## src/rtl/dsq_pkg.sv

```systemverilog
package dsq_pkg;

  typedef enum logic [1:0] {
    ST_IDLE    = 2'd0,
    ST_CONV    = 2'd1,
    ST_HOLD    = 2'd2,
    ST_HOLDEND = 2'd3
  } st_t;

  // transfer request permitted for this mode / gating combination
  function automatic logic xfer_permit(input logic [1:0] mode, input logic gate);
    return (mode != 2'b00) && (!gate || mode[1]);
  endfunction

  // a run of pairs stops at the end of a sub-group or of the list
  function automatic logic run_stops(input logic seq_last, input logic sub_last);
    return seq_last || sub_last;
  endfunction

endpackage

```

## src/rtl/dsq_pair_track.sv

```systemverilog
module dsq_pair_track #(
  parameter int DW = 16
) (
  input  logic            clk,
  input  logic            rst_n,
  input  logic            clr,
  input  logic            active,
  input  logic            m_eoc,
  input  logic            s_eoc,
  input  logic [DW-1:0]   m_data,
  input  logic [DW-1:0]   s_data,
  output logic            pair_done,
  output logic [2*DW-1:0] pair_word
);

  logic          m_done, s_done;
  logic [DW-1:0] m_res, s_res;
  logic          m_have, s_have;
  logic [DW-1:0] m_now, s_now;

  function automatic logic [2*DW-1:0] pack_pair(input logic [DW-1:0] sv,
                                                input logic [DW-1:0] mv);
    return {sv, mv};
  endfunction

  always_comb begin
    m_have    = m_done || m_eoc;
    s_have    = s_done || s_eoc;
    pair_done = active && m_have && s_have;
    m_now     = m_eoc ? m_data : m_res;
    s_now     = s_eoc ? s_data : s_res;
  end

  always_ff @(posedge clk or negedge rst_n) begin
    if (!rst_n) begin
      m_done    <= 1'b0;
      s_done    <= 1'b0;
      m_res     <= '0;
      s_res     <= '0;
      pair_word <= '0;
    end else if (clr) begin
      m_done <= 1'b0;
      s_done <= 1'b0;
    end else if (pair_done) begin
      m_done    <= 1'b0;
      s_done    <= 1'b0;
      pair_word <= pack_pair(s_now, m_now);
    end else if (active) begin
      if (m_eoc) begin
        m_done <= 1'b1;
        m_res  <= m_data;
      end
      if (s_eoc) begin
        s_done <= 1'b1;
        s_res  <= s_data;
      end
    end
  end

endmodule

```

## src/rtl/dsq_pos_ctr.sv

```systemverilog
module dsq_pos_ctr #(
  parameter int LEN_W   = 4,
  parameter int SPLIT_W = 3
) (
  input  logic               clk,
  input  logic               rst_n,
  input  logic               clr,
  input  logic               step,
  input  logic [LEN_W-1:0]   len_m1,
  input  logic               split_en,
  input  logic [SPLIT_W-1:0] split_m1,
  output logic [LEN_W-1:0]   pos,
  output logic               seq_last,
  output logic               sub_last
);

  logic [SPLIT_W-1:0] sub_q;

  always_comb begin
    seq_last = (pos == len_m1);
    sub_last = split_en && (sub_q == split_m1);
  end

  always_ff @(posedge clk or negedge rst_n) begin
    if (!rst_n) begin
      pos   <= '0;
      sub_q <= '0;
    end else if (clr) begin
      pos   <= '0;
      sub_q <= '0;
    end else if (step) begin
      if (seq_last) begin
        pos   <= '0;
        sub_q <= '0;
      end else begin
        pos   <= pos + 1'b1;
        sub_q <= sub_last ? '0 : sub_q + 1'b1;
      end
    end
  end

endmodule

```

## src/rtl/dsq_fsm.sv

```systemverilog
module dsq_fsm
  import dsq_pkg::*;
(
  input  logic clk,
  input  logic rst_n,
  input  logic en,
  input  logic trig,
  input  logic cfg_err,
  input  logic rd_gate_en,
  input  logic pair_done,
  input  logic seq_last,
  input  logic sub_last,
  input  logic pw_rd,
  input  logic m_rd,
  output st_t  st,
  output logic start_evt,
  output logic active
);

  st_t nxt;
  logic stop;

  always_comb begin
    nxt       = st;
    start_evt = 1'b0;
    stop      = run_stops(seq_last, sub_last);
    case (st)
      ST_IDLE: begin
        if (trig && !cfg_err) begin
          nxt       = ST_CONV;
          start_evt = 1'b1;
        end
      end
      ST_CONV: begin
        if (pair_done) begin
          if (rd_gate_en) begin
            nxt = stop ? ST_HOLDEND : ST_HOLD;
          end else if (stop) begin
            nxt = ST_IDLE;
          end else begin
            start_evt = 1'b1;
          end
        end
      end
      ST_HOLD: begin
        if (pw_rd || m_rd) begin
          nxt       = ST_CONV;
          start_evt = 1'b1;
        end
      end
      ST_HOLDEND: begin
        if (pw_rd) nxt = ST_IDLE;
      end
      default: nxt = ST_IDLE;
    endcase
    if (!en) begin
      nxt       = ST_IDLE;
      start_evt = 1'b0;
    end
    active = (st == ST_CONV);
  end

  always_ff @(posedge clk or negedge rst_n) begin
    if (!rst_n) st <= ST_IDLE;
    else        st <= nxt;
  end

endmodule

```

## src/rtl/dual_seq_ctrl.sv

```systemverilog
module dual_seq_ctrl
  import dsq_pkg::*;
#(
  parameter int MAX_LEN = 16,
  parameter int CH_W    = 5,
  parameter int DW      = 16,
  parameter int SPLIT_W = 3,
  localparam int LEN_W  = $clog2(MAX_LEN)
) (
  input  logic                    clk,
  input  logic                    rst_n,
  input  logic                    en,
  input  logic                    trig,
  input  logic [LEN_W-1:0]        m_len_m1,
  input  logic [LEN_W-1:0]        s_len_m1,
  input  logic [MAX_LEN*CH_W-1:0] m_list,
  input  logic [MAX_LEN*CH_W-1:0] s_list,
  input  logic                    split_en,
  input  logic [SPLIT_W-1:0]      split_m1,
  input  logic                    rd_gate_en,
  input  logic [1:0]              xfer_mode,
  input  logic                    m_eoc,
  input  logic                    s_eoc,
  input  logic [DW-1:0]           m_data,
  input  logic [DW-1:0]           s_data,
  input  logic                    pw_rd,
  input  logic                    m_rd,
  output logic                    m_start,
  output logic                    s_start,
  output logic [CH_W-1:0]         m_chan,
  output logic [CH_W-1:0]         s_chan,
  output logic [2*DW-1:0]         pair_word,
  output logic                    eos,
  output logic                    xfer_req,
  output logic                    cfg_err
);

  st_t             st_q;
  logic            start_evt;
  logic            active;
  logic            pair_done;
  logic            seq_last;
  logic            sub_last;
  logic [LEN_W-1:0] pos_q;
  logic            start_q, eos_q, xfer_q;
  logic [CH_W-1:0] m_tab [MAX_LEN];
  logic [CH_W-1:0] s_tab [MAX_LEN];

  for (genvar gi = 0; gi < MAX_LEN; gi++) begin : g_unpack
    assign m_tab[gi] = m_list[gi*CH_W +: CH_W];
    assign s_tab[gi] = s_list[gi*CH_W +: CH_W];
  end

  assign cfg_err = (m_len_m1 != s_len_m1);

  dsq_fsm u_fsm (
    .clk        (clk),
    .rst_n      (rst_n),
    .en         (en),
    .trig       (trig),
    .cfg_err    (cfg_err),
    .rd_gate_en (rd_gate_en),
    .pair_done  (pair_done),
    .seq_last   (seq_last),
    .sub_last   (sub_last),
    .pw_rd      (pw_rd),
    .m_rd       (m_rd),
    .st         (st_q),
    .start_evt  (start_evt),
    .active     (active)
  );

  dsq_pos_ctr #(.LEN_W(LEN_W), .SPLIT_W(SPLIT_W)) u_pos (
    .clk      (clk),
    .rst_n    (rst_n),
    .clr      (!en),
    .step     (pair_done),
    .len_m1   (m_len_m1),
    .split_en (split_en),
    .split_m1 (split_m1),
    .pos      (pos_q),
    .seq_last (seq_last),
    .sub_last (sub_last)
  );

  dsq_pair_track #(.DW(DW)) u_pair (
    .clk       (clk),
    .rst_n     (rst_n),
    .clr       (!en),
    .active    (active),
    .m_eoc     (m_eoc),
    .s_eoc     (s_eoc),
    .m_data    (m_data),
    .s_data    (s_data),
    .pair_done (pair_done),
    .pair_word (pair_word)
  );

  always_ff @(posedge clk or negedge rst_n) begin
    if (!rst_n) begin
      start_q <= 1'b0;
      eos_q   <= 1'b0;
      xfer_q  <= 1'b0;
    end else begin
      start_q <= start_evt;
      eos_q   <= pair_done && seq_last;
      xfer_q  <= pair_done && xfer_permit(xfer_mode, rd_gate_en);
    end
  end

  assign m_start  = start_q;
  assign s_start  = start_q;
  assign eos      = eos_q;
  assign xfer_req = xfer_q;
  assign m_chan   = m_tab[pos_q];
  assign s_chan   = s_tab[pos_q];

endmodule

```

## config.mk

```make
export PLATFORM = sky130hd
export DESIGN_NAME = dual_seq_ctrl
export DESIGN_NICKNAME = d
export VERILOG_FILES = /design/src/rtl/dsq_pkg.sv /design/src/rtl/dsq_pair_track.sv /design/src/rtl/dsq_pos_ctr.sv /design/src/rtl/dsq_fsm.sv /design/src/rtl/dual_seq_ctrl.sv
export SDC_FILE = /design/constraint.sdc
export NUM_CORES = 1
export LEC_CHECK = 0
export ABC_AREA = 0
export BUFFER_PORTS_ARGS = -buffer_cell sky130_fd_sc_hd__buf_2
export CAP_MARGIN = 5
export CORE_MARGIN = 3
export CORE_UTILIZATION = 41
export CTS_CLUSTER_DIAMETER = 30
export DETAILED_ROUTE_END_ITERATION = 6
export GPL_ROUTABILITY_DRIVEN = 0
export GPL_TIMING_DRIVEN = 0
export PLACE_DENSITY = 0.72
export SETUP_SLACK_MARGIN = 0.15
export SYNTH_ARGS = -nofsm -noshare
export SYNTH_HDL_FRONTEND = slang
export SYNTH_SLANG_ARGS = --single-unit
```

## constraint.sdc

```tcl
create_clock -name clk -period 2.6 [get_ports clk]
set_input_delay 0.39 -clock clk [delete_from_list [all_inputs] [get_ports clk]]
set_output_delay 0.39 -clock clk [all_outputs]
set_load 0.01 [all_outputs]
```

# Yosys cells after proc, flatten, opt, wreduce, memory -nomap -nowiden
# Index checks and enable logic that the tools add are counted.
# Widths: inputs -> output; s select.
word_totals:
  latch_bits: 0
  ram_bits: 0
  ff_bits: 78
  memories: 0
  in_bits: 215
  romBits: 0
classes:
  addsub: 2
  magnitude_cmp: 1
  mux: 39
  n_mul: 0
  shift: 0
  n_eq_ne: 15
  n_bitwise: 2
  div_mod_pow: 0
  n_reduce_logical: 21
op_table:
  columns: ["op", "n"]
  rows:
  - ["$bmux 5 s4", 2]
  - ["$mux 16", 2]
  - ["$mux 5", 4]
  - ["$mux 1", 15]
  - ["$mux 2", 7]
  - ["$mux 3", 4]
  - ["$mux 4", 3]
  - ["$ne 3x1->1 const B", 3]
  - ["$pmux 2 s4", 1]
  - ["$logic_and 1x1->1", 7]
  - ["$ne 3x2->1 const B", 2]
  - ["$ne 3x3->1 const B", 2]
  - ["$reduce_and 2->1", 3]
  - ["$ge 5x5->1 const B", 1]
  - ["$logic_or 1x1->1", 5]
  - ["$not 4->5", 1]
  - ["$reduce_and 5->1", 1]
  - ["$add 4x1->4 const B", 1]
  - ["$eq 2x2->1 const B", 2]
  - ["$eq 4x4->1", 1]
  - ["$ne 4x4->1", 1]
  - ["$ne 4x4->1 const B", 1]
  - ["$add 3x1->3 const B", 1]
  - ["$eq 3x3->1", 1]
  - ["8 further kinds", 9]

# Longest topological paths before layout
# Gate-level depths: netlist of the first run.
depth:
  word_depth: 8
  ltp_mapped: 7
  ltp_nobuf: 5

# Cells and area by module
# A second synthesis of the first run with hierarchy kept.
unflattened:
  hier_cells: 351
  hier_area_um2: 4927.2
by_module_without_submodules:
  columns: ["module", "instances", "area_per_inst_um2", "seq_area_each_um2", "cells_per_inst"]
  rows:
  - ["dsq_pair_track", 1, 2956.6, 1651.6, 185]
  - ["dual_seq_ctrl", 1, 1326.3, 75.1, 99]
  - ["dsq_pos_ctr", 1, 486.7, 175.2, 49]
  - ["dsq_fsm", 1, 157.7, 50.0, 18]

# Least setup slack after synthesis of the first run
# No wires, ideal clock.
synth_timing:
  path_kind: "reg2out"
  start: "register u_pos.pos[0]"
  end: "output port m_chan[1]"
  path_slack_ns: 0.536
  path_buffers: 2
  t_arrival_ns: 1.674
  stages_incl_launch_ff: 5
  cell_sequence: "dfrtp_1 -> buf_6 -> buf_6 -> mux4_1 -> mux4_2"
synth_between:
  elab_chain_len: 4
synth_rtl:
  columns: ["element", "line_no", "rtl"]
  rows:
  - ["start, declared", "dsq_pos_ctr.sv:12", "output logic [LEN_W-1:0] pos,"]
  - ["start signal, assigned", "dsq_pos_ctr.sv:36", "pos <= pos + 1'b1;"]
  - ["$not 4->5 (implied by the code)", "dual_seq_ctrl.sv:115", "assign m_chan = m_tab[pos_q];"]
  - ["$bmux 5 s4", "dual_seq_ctrl.sv:115", null]
  - ["$mux 5 (implied by the code) (2 in series)", "dual_seq_ctrl.sv:115", null]
  - ["end, declared", "dual_seq_ctrl.sv:30", "output logic [CH_W-1:0] m_chan,"]
# No other way between the ends. The select of a mux whose other input is x is not followed.

# Worst setup path after layout of the first run
layout_timing:
  start: "register u_pos.pos[0]"
  end: "output port s_chan[4]"
layout_between:
  elab_chain_len: 4
layout_rtl:
  columns: ["element", "line_no", "rtl"]
  rows:
  - ["$not 4->5 (implied by the code)", "dual_seq_ctrl.sv:116", "assign s_chan = s_tab[pos_q];"]
  - ["$bmux 5 s4", "dual_seq_ctrl.sv:116", null]
  - ["$mux 5 (implied by the code) (2 in series)", "dual_seq_ctrl.sv:116", null]
  - ["end, declared", "dual_seq_ctrl.sv:31", "output logic [CH_W-1:0] s_chan,"]
# No other way between the ends. The select of a mux whose other input is x is not followed.

==> reports/results.ini, run 1 <==
[logic_synthesis]
synth_top_area_share_pct = 40.51
yosys-top-cells-area = dfrtp_1, mux4_1, mux2_2
async_flop_share_pct = 100.0
yosysSeqAreaShare_pct = 40.51
yosysWarnings = 0
syn_inst = 355
ys_seq_elements = 78
synth_nets = 572
synth.cell_area_um2 = 4818
synth_cell_type_count = 41
synth_top_cell_by_area = dfrtp_1
synth_ff_type = dfrtp_1
postSynthAreaPerCell_um2 = 13.57
synth_edf_count = 0

[floorplanning]
die_x_um = 114.4
placementRows = 38
start_util_pct = 43.12
io_pins = 262
die_y_um = 114.4
die_area_um2 = 13090
coreArea_um2 = 11170

[placed_design]
port_buffers = 259
dp.cells = 755
dp.final_hpwl_um = 12560

[sta]
fin_crit_ns = 2.630
fin_setup_tns_ns = -0.09725
worst_pin_slew_ns = 0.7618
fmax_mhz = 380.2
slew_violations = 0
rsz0062_at_grt = yes
setup_violations = 6
final-hold-violation-count = 0
skew_ns = 0.01166
slew_headroom_pct = 49.21
worst_slack_ns = -0.03024
fin_crit_sh_pct = 101.2

[worst_setup_path]
crit_slowest_cell = mux4_2
crit_top_cell = mux4_2
crit_chain = buf_8 -> clkbuf_16 -> mux4_2 -> mux4_2 -> buf_6
worst-path-buf-inv = 3
endpoint_kind = primary output
critPathMaxStageDelay_ns = 0.52
cp-start-kind = register
cp.arrival_ns = 2.24
critPathTopFamily = multiplexers
crit_type = reg2out
crit_required_ns = 2.21
cp_max_fo = 6

[run]
cap_viol_max_count = 0

[cells_and_area]
final_common_cell = buf_2
drive_gt1_share_pct = 59.78
layout_common_cells = buf_2, dfrtp_1, mux4_2
fin_cells = 779
num_antenna_cells = 0
area_growth_pct = 40.66
fin_util_pct = 60.66
nNetsFinal = 851

[drt]
vias_per_cell = 5.517
drc_errors = 0
route.met3.wl_um = 1155
drtIter0Drc = 270
drtPass1Iterations = 4
wl_met1_um = 5978
routedWlPerCell_um = 20.24
ant_nets = 0
drt-total-wl_um = 15770
via_count = 4298
wl_met2_um = 8173
highest_layer = met4

[clock_network]
ctsRootBufferMaster = clkbuf_16
cts.sinks = 78
htreeDepth = 3
cts_buffers = 9
ctsHoldBuffers = 0
clkTransAtPathRegs_ns = 0.06
ctsLongestPathBuffers = 2
cts_tree = done
clk_latency_ns = 0.34

[global_route]
first_global_vias = 4607
overflow = 0
antenna_found_initial = 0
grt_pass1_wl_um = 23640
grt_max_degree = 42
grtUsageTotal_pct = 23.52

[pwr]
seq_power_share_pct = 36.5
combPwrFrac_pct = 39.4
power_density_nw_per_um2 = 823.1
p_switching_w = 0.001760
power.share.clock_pct = 24.1
irDropWorstVdd_uv = 786.1
finalPower_w = 0.005579
p_leak_nw = 3.319
intPower_w = 0.003818
sw_frac_of_total_pct = 31.56

[run_status]
violations = setup timing
status = finished, violations left

[hold_path]
hp-class = in2async

[path summary, 6_finish.rpt]
| path | end | cells past startpoint | startpoint | slack, ns |
|---|---|---|---|---|
| min in group clk | xfer_req | 3 | xfer_mode[1] | 0.29 |
| worst min register to register | u_pair.pair_word[0] | 2 | u_pair.pair_word[0] | 0.48 |
| worst max-delay path | s_chan[4] | 5 | u_pos.pos[0] | -0.03 |
| max in group asynchronous | u_pair.pair_word[3] | 2 | rst_n | 1.99 |
| worst min-delay path | u_pair.pair_word[22] | 1 | rst_n | 0.03 |
| worst max register to register | u_pos.sub_q[0] | 7 | u_pos.pos[0] | 0.55 |
[power groups by stage]
stage,Clock [W],Sequential (W),Combinational [W]
4_1_cts,0.00137,0.00203,0.00207
3_3_place_gp,0,0.00201,0.00192
6_report,0.00134,0.00204,0.00220
2_1_floorplan,0,0.00212,0.00113
5_1_grt,0.00142,0.00210,0.00241
3_5_place_dp,0,0.00205,0.00200
[Yosys cell counts (2+ instances only)]
cell type,n
nor2b_1,4
mux2_2,34
buf_1,2
buf_2,8
mux4_1,35
or2_2,2
dfrtp_1,78
buf_8,2
buf_6,4
buf_4,2
nand2_2,2
clkbuf_1,9
o221ai_1,2
mux2i_1,32
nor2_1,8
o21ai_0,36
or3_1,2
a21oi_1,3
nand2_1,38
xor2_1,5
mux4_2,15
a22o_1,2
inv_1,4
nand3_1,2
xnor2_1,7
ha_1,2
[state kept, by name, indices dropped and copies added, names as in the netlist]
name / cells
u_pair.s_done: 1
u_pair.pair_word: 32
xfer_req: 1
u_pos.sub_q: 3
u_pair.m_done: 1
m_start: 1
u_pair.m_res: 16
u_pair.s_res: 16
u_fsm.st: 2
u_pos.pos: 4
eos: 1
[per-stage QoR]
stage | setup slack, ns | cell area [um^2] | hold WS (ns)
after floorplan | 0.5359 | 4818 | 0.09441
after global placement | 0.1060 | 6290 | 0.4573
after detailed placement | 0.09670 | 6312 | 0.3931
after CTS | -0.04009 | 6670 | 0.04146
after global routing | -0.08210 | 6778 | 0.06195
final | -0.03024 | 6778 | 0.02861
[final cells by class]
type	count	area, um^2
Clock buffer	10	229.0
Timing Repair Buffer	268	1511
Inverter	4	15.01
Clock inverter	6	92.59
Buffer	27	215.2
Sequential cell	78	1953
Fill cell	913	4395
Multi-Input combinational cell	246	2586
Tap cell	140	175.2
[metal layers]
layer / global-route usage [%] / vias to the layer above
met1: 28.34 / 2124
met4: 7.918 / 0
li1: - / 1920
met2: 42.03 / 221
met3: 4.545 / 33
met5: 0 / -
[timing repair]
| action | CTS | global route |
|---|---|---|
| resized for setup | 23 | 31 |
| gates cloned | 0 | 4 |
| endpoints found under the setup margin | 10 | 10 |
| buffers inserted | 3 | 1 |
| pin swaps | 0 | 0 |
[cell families after synthesis]
group                      synth area share [%]
DFF                                       40.51
adders and majority gates                0.5193
xor gates and xnor gates                  2.181
and+or+nand+nor                           6.103
AOI/OAI and AO/OA                         6.129
muxes                                     40.69
buffers and inverters                     3.869
Power figures use the tool's default switching activity.
==> run 2: changes to the inputs <==
- RECOVER_POWER: unset -> 50
==> reports/results.ini, run 2 (synthesis results as in run 1) <==
[sta]
fin_crit_sh_pct = 101.0
fin_setup_tns_ns = -0.08907
skew_ns = 0.01138
setup_violations = 6
slew_violations = 38
worst_slack_ns = -0.02643
rsz0062_at_grt = yes
fmax_mhz = 380.7
fin_crit_ns = 2.626
slew_headroom_pct = -42.21
final-hold-violation-count = 0
worst_pin_slew_ns = 2.133

[global_route]
antenna_found_initial = 0
grt_max_degree = 42
overflow = 0
grtUsageTotal_pct = 23.52
first_global_vias = 4607
grt_pass1_wl_um = 23640

[cells_and_area]
drive_gt1_share_pct = 56.96
max_flop_register = u_pair.pair_word
fill_cells = 923
final_common_cell = buf_2
num_antenna_cells = 0
final_cell_area_um2 = 6753
layout_common_cells = buf_2, dfrtp_1, mux4_2
largest_reg_flops = 32
area_growth_pct = 40.15
fin_cells = 779
nNetsFinal = 851
reg.largest.list = u_pair.pair_word: 32 flops, u_pair.m_res: 16 flops, u_pair.s_res: 16 flops

[floorplanning]
coreArea_um2 = 11170
io_pins = 262
placementRows = 38
die_area_um2 = 13090
start_util_pct = 43.12
die_x_um = 114.4
die_y_um = 114.4

[drt]
drtIter0Drc = 271
vias_per_cell = 5.528
routedWlPerCell_um = 20.26
drc_errors = 0
ant_nets = 0
drtPass1Iterations = 4
via_count = 4306
drt-total-wl_um = 15780

[placed_design]
dp_slack_ns = 0.09670
dp.cells = 755
placed_area_um2 = 6312
port_buffers = 259
dp.final_hpwl_um = 12560

[pwr]
p_leak_nw = 3.256
power_density_nw_per_um2 = 822.0
irDropWorstVdd_uv = 769.6
finalPower_w = 0.005551

[hold_path]
hp-class = in2reg
holdPathStages = 3

[clock_network]
cts_buffers = 9
ctsRootBufferMaster = clkbuf_16
ctsHoldBuffers = 0
clk_latency_ns = 0.33
clkTransAtPathRegs_ns = 0.06
htreeDepth = 3
cts_tree = done
ctsLongestPathBuffers = 2
cts.sinks = 78

[worst_setup_path]
crit_type = reg2out
cp.arrival_ns = 2.24
endpoint_kind = primary output
cp_max_fo = 6
crit_required_ns = 2.21
cp-start-kind = register
reg2regPathDepth = 7

[run_status]
status = finished, violations left
violations = capacitance limit, slew limit, setup timing

[run]
cap_viol_max_count = 1

[run 2: worst paths after layout]
check | end | startpoint | slack, ns
setup / recovery | s_chan[4] | u_pos.pos[0] | -0.03
hold / removal | xfer_req | xfer_mode[1] | 0.29
setup reg to reg | u_pos.sub_q[0] | u_pos.pos[0] | 0.55
hold reg to reg | u_pair.pair_word[14] | u_pair.pair_word[14] | 0.48
max in group asynchronous | u_pos.pos[0] | rst_n | 0.54
min in group asynchronous | u_pair.pair_word[31] | rst_n | 0.67
[run 2: repair_timing]
item / 4_1_cts / 5_1_grt
endpoints found under the setup margin: 10 / 10
cloned: 0 / 4
buffers inserted: 3 / 1
gates resized for setup: 23 / 31
[run 2: report_power, final]
| group | total, W | switching, W | internal, W |
|---|---|---|---|
| registers | 0.00204 | 0.000290 | 0.00175 |
| logic | 0.00217 | 0.000980 | 0.00119 |
| clock network | 0.00134 | 0.000495 | 0.000847 |
| total | 0.00555 | 0.00177 | 0.00379 |
[run 2: worst max-delay path: stages, from the launching register on]
cell and delay (ns):
dfrtp_2 0.41, buf_8 0.17, clkbuf_16 0.17, mux4_2 0.52
mux4_2 0.50, buf_6 0.14
[run 2: layout make-up]
cell class	count	area, um^2	area share [%]
clock inverters	6	92.59	1.371
plain buffers	27	215.2	3.187
repair buffers	268	1486	22.01
clock buffers	10	229.0	3.391
flip-flops and latches	78	1953	28.92
multi-input cells	246	2586	38.30
well taps	140	175.2	2.594
inverters	4	15.01	0.2223
[run 2: layer usage]
metal	GRT usage, %	vias to the layer above	share of wire [%]
met5	0	-	0
met1	28.34	2130	38
met3	4.545	31	7.2
li1	-	1924	-
met2	42.03	221	52
met4	7.918	0	2.8
[run 2: through the flow]
| step | hold WS, ns | util (%) |
|---|---|---|
| 3_5_place_dp | 0.3931 | 56.50 |
| 4_1_cts | 0.04146 | 59.70 |
| 5_1_grt | 0.2732 | 60.44 |
| 3_3_place_gp | 0.4573 | 56.29 |
| 6_report | 0.2883 | 60.44 |
| 2_1_floorplan | 0.09441 | - |
==> run 3: changes to the inputs <==
==> constraint.sdc (replaced) <==
create_clock -name clk -period 2.6 [get_ports clk]
set_input_delay 0.39 -clock clk [delete_from_list [all_inputs] [get_ports clk]]
set_output_delay 0.39 -clock clk [all_outputs]
set_load 0.1 [all_outputs]
==> reports/results.ini, run 3 (synthesis results as in run 1) <==
[sta]
whs_ns = 0.2842
slew_headroom_pct = 19.02
worst_slack_ns = -0.1035
final-hold-violation-count = 0
fin_crit_sh_pct = 104.0
skew_ns = 0.008568
rsz0062_at_grt = yes
slew_violations = 0
setup_violations = 10
worst_pin_slew_ns = 1.220
fin_crit_ns = 2.704
fmax_mhz = 369.9

[placed_design]
dp.final_hpwl_um = 13050
port_buffers = 259
dp.cells = 755
placed_area_um2 = 6350

[global_route]
first_global_vias = 4635
busiest_layer = met2
grt_use_met2_pct = 43.19
overflow = 0
grtUsageTotal_pct = 24.60
grt_max_degree = 68
grt.met3_usage_pct = 5.603
antenna_found_initial = 6
grt_pass1_wl_um = 24370
grt_use_met1_pct = 28.48

[cells_and_area]
fin_cells = 784
drive_gt1_share_pct = 57.19
area_growth_pct = 42.40
max_flop_register = u_pair.pair_word
fill_cells = 917
nNetsFinal = 852
reg.largest.list = u_pair.pair_word: 32 flops, u_pair.m_res: 16 flops, u_pair.s_res: 16 flops
final_cell_area_um2 = 6862
final_common_cell = buf_2
seqCellArea_um2 = 1953
multi_input_area_um2 = 2635
largest_reg_flops = 32
layout_common_cells = buf_2, dfrtp_1, nand2_1

[run_status]
status = finished, violations left
violations = setup timing

[floorplanning]
start_util_pct = 43.12
die_y_um = 114.4
coreArea_um2 = 11170
die_x_um = 114.4
io_pins = 262
placementRows = 38
die_area_um2 = 13090

[worst_setup_path]
rrSetupSlack_ns = 0.50
crit_type = reg2out
crit_start = u_pos.pos[0]
cp.arrival_ns = 2.31
reg2reg_from = u_pos.pos[0]
r2r-end = u_pos.sub_q[0]
crit_required_ns = 2.21
cp-start-kind = register
endpoint_kind = primary output
cp_max_fo = 5
critPathCapture = s_chan[3]
reg2regPathDepth = 7

[clock_network]
cts.sinks = 78
ctsRootBufferMaster = clkbuf_16
ctsLongestPathBuffers = 2
cts_buffers = 9
clk_latency_ns = 0.33
cts_tree = done
htreeDepth = 3
clkTransAtPathRegs_ns = 0.07

[drt]
drt-total-wl_um = 16790
vias_per_cell = 5.545
drtPass1Iterations = 4
routedWlPerCell_um = 21.42
via_count = 4347
drtIter0Drc = 249
drc_errors = 0
ant_nets = 0

[pwr]
sw_frac_of_total_pct = 50.48
p_switching_w = 0.003822
power.share.clock_pct = 16.8
irDropWorstVdd_uv = 1135
seq_power_share_pct = 27.0
finalPower_w = 0.007572
intPower_w = 0.003750
combPwrFrac_pct = 56.2
p_leak_nw = 3.319
power_density_nw_per_um2 = 1104

[hold_path]
hp-class = in2reg

[run]
cap_viol_max_count = 0

-- run 3: cell count changes in the layout (fill, tap and decap cells not counted), moves of 3 or more --
cell      before  now
mux4_1        10   15
diode_2        0    4
xnor2_2        0    3
clkbuf_1      24   21
buf_6         11    4
buf_12         5   12
xnor2_1        7    4
mux4_2        40   35
-- run 3: how the worst min path moves through the flow --
stage / start / endpoint / slack, ns / cells past startpoint
2_1_floorplan: rst_n / eos / 0.09 / 0
3_3_place_gp: u_pair.pair_word[31] / u_pair.pair_word[31] / 0.46 / 2
3_5_place_dp: rst_n / xfer_req / 0.25 / 1
4_1_cts: xfer_mode[1] / xfer_req / 0.28 / 3
5_1_grt: s_data[4] / u_pair.s_res[4] / 0.31 / 2
6_report: xfer_mode[1] / xfer_req / 0.28 / 3
-- run 3: power groups by stage --
stage | clock (W) | sequential [W] | combinational (W)
final | 0.00127 | 0.00204 | 0.00426
after floorplan | 0 | 0.00385 | 0.00139
after global placement | 0 | 0.00202 | 0.00395
after CTS | 0.00130 | 0.00203 | 0.00414
after detailed placement | 0 | 0.00205 | 0.00402
after global routing | 0.00135 | 0.00211 | 0.00446
-- run 3: critical path, cell delays in order (launching register included) --
cell and delay (ns):
dfrtp_2 0.43, clkbuf_16 0.17, buf_12 0.13, mux4_1 0.54, mux4_2 0.53, buf_12 0.19
-- run 3: metal layers --
layer,part of all wire (%),vias up
met2,52,221
met1,35,2136
met4,5.2,4
met3,7.2,54
li1,-,1932
met5,0.16,-
-- run 3: cell type report --
type	count	share of cell area [%]
well taps	140	2.553
flip-flops and latches	78	28.46
multi-input cells	246	38.40
plain buffers	27	3.209
clock buffers	9	3.282
inverters	4	0.2188
clock inverters	7	1.167
diodes	4	0.1459
repair buffers	269	22.56
-- run 3: what timing repair did --
| action | in CTS | in global routing |
|---|---|---|
| endpoints found under the hold margin | 11 | 0 |
| setup endpoints to repair | 10 | 10 |
| resized for setup | 38 | 33 |
| hold buffers | 1 | 0 |
| gates cloned | 0 | 4 |
| buffers inserted | 3 | 1 |
-- run 3: stage by stage --
step / setup WS (ns) / TNS, ns / util, %
2_1_floorplan: -0.05471 / -0.05471 / -
3_3_place_gp: -0.1436 / -0.5066 / 56.56
3_5_place_dp: -0.1274 / -0.5462 / 56.83
4_1_cts: -0.1172 / -0.8188 / 60.62
5_1_grt: -0.1602 / -1.291 / 61.41
6_report: -0.1035 / -0.7614 / 61.41
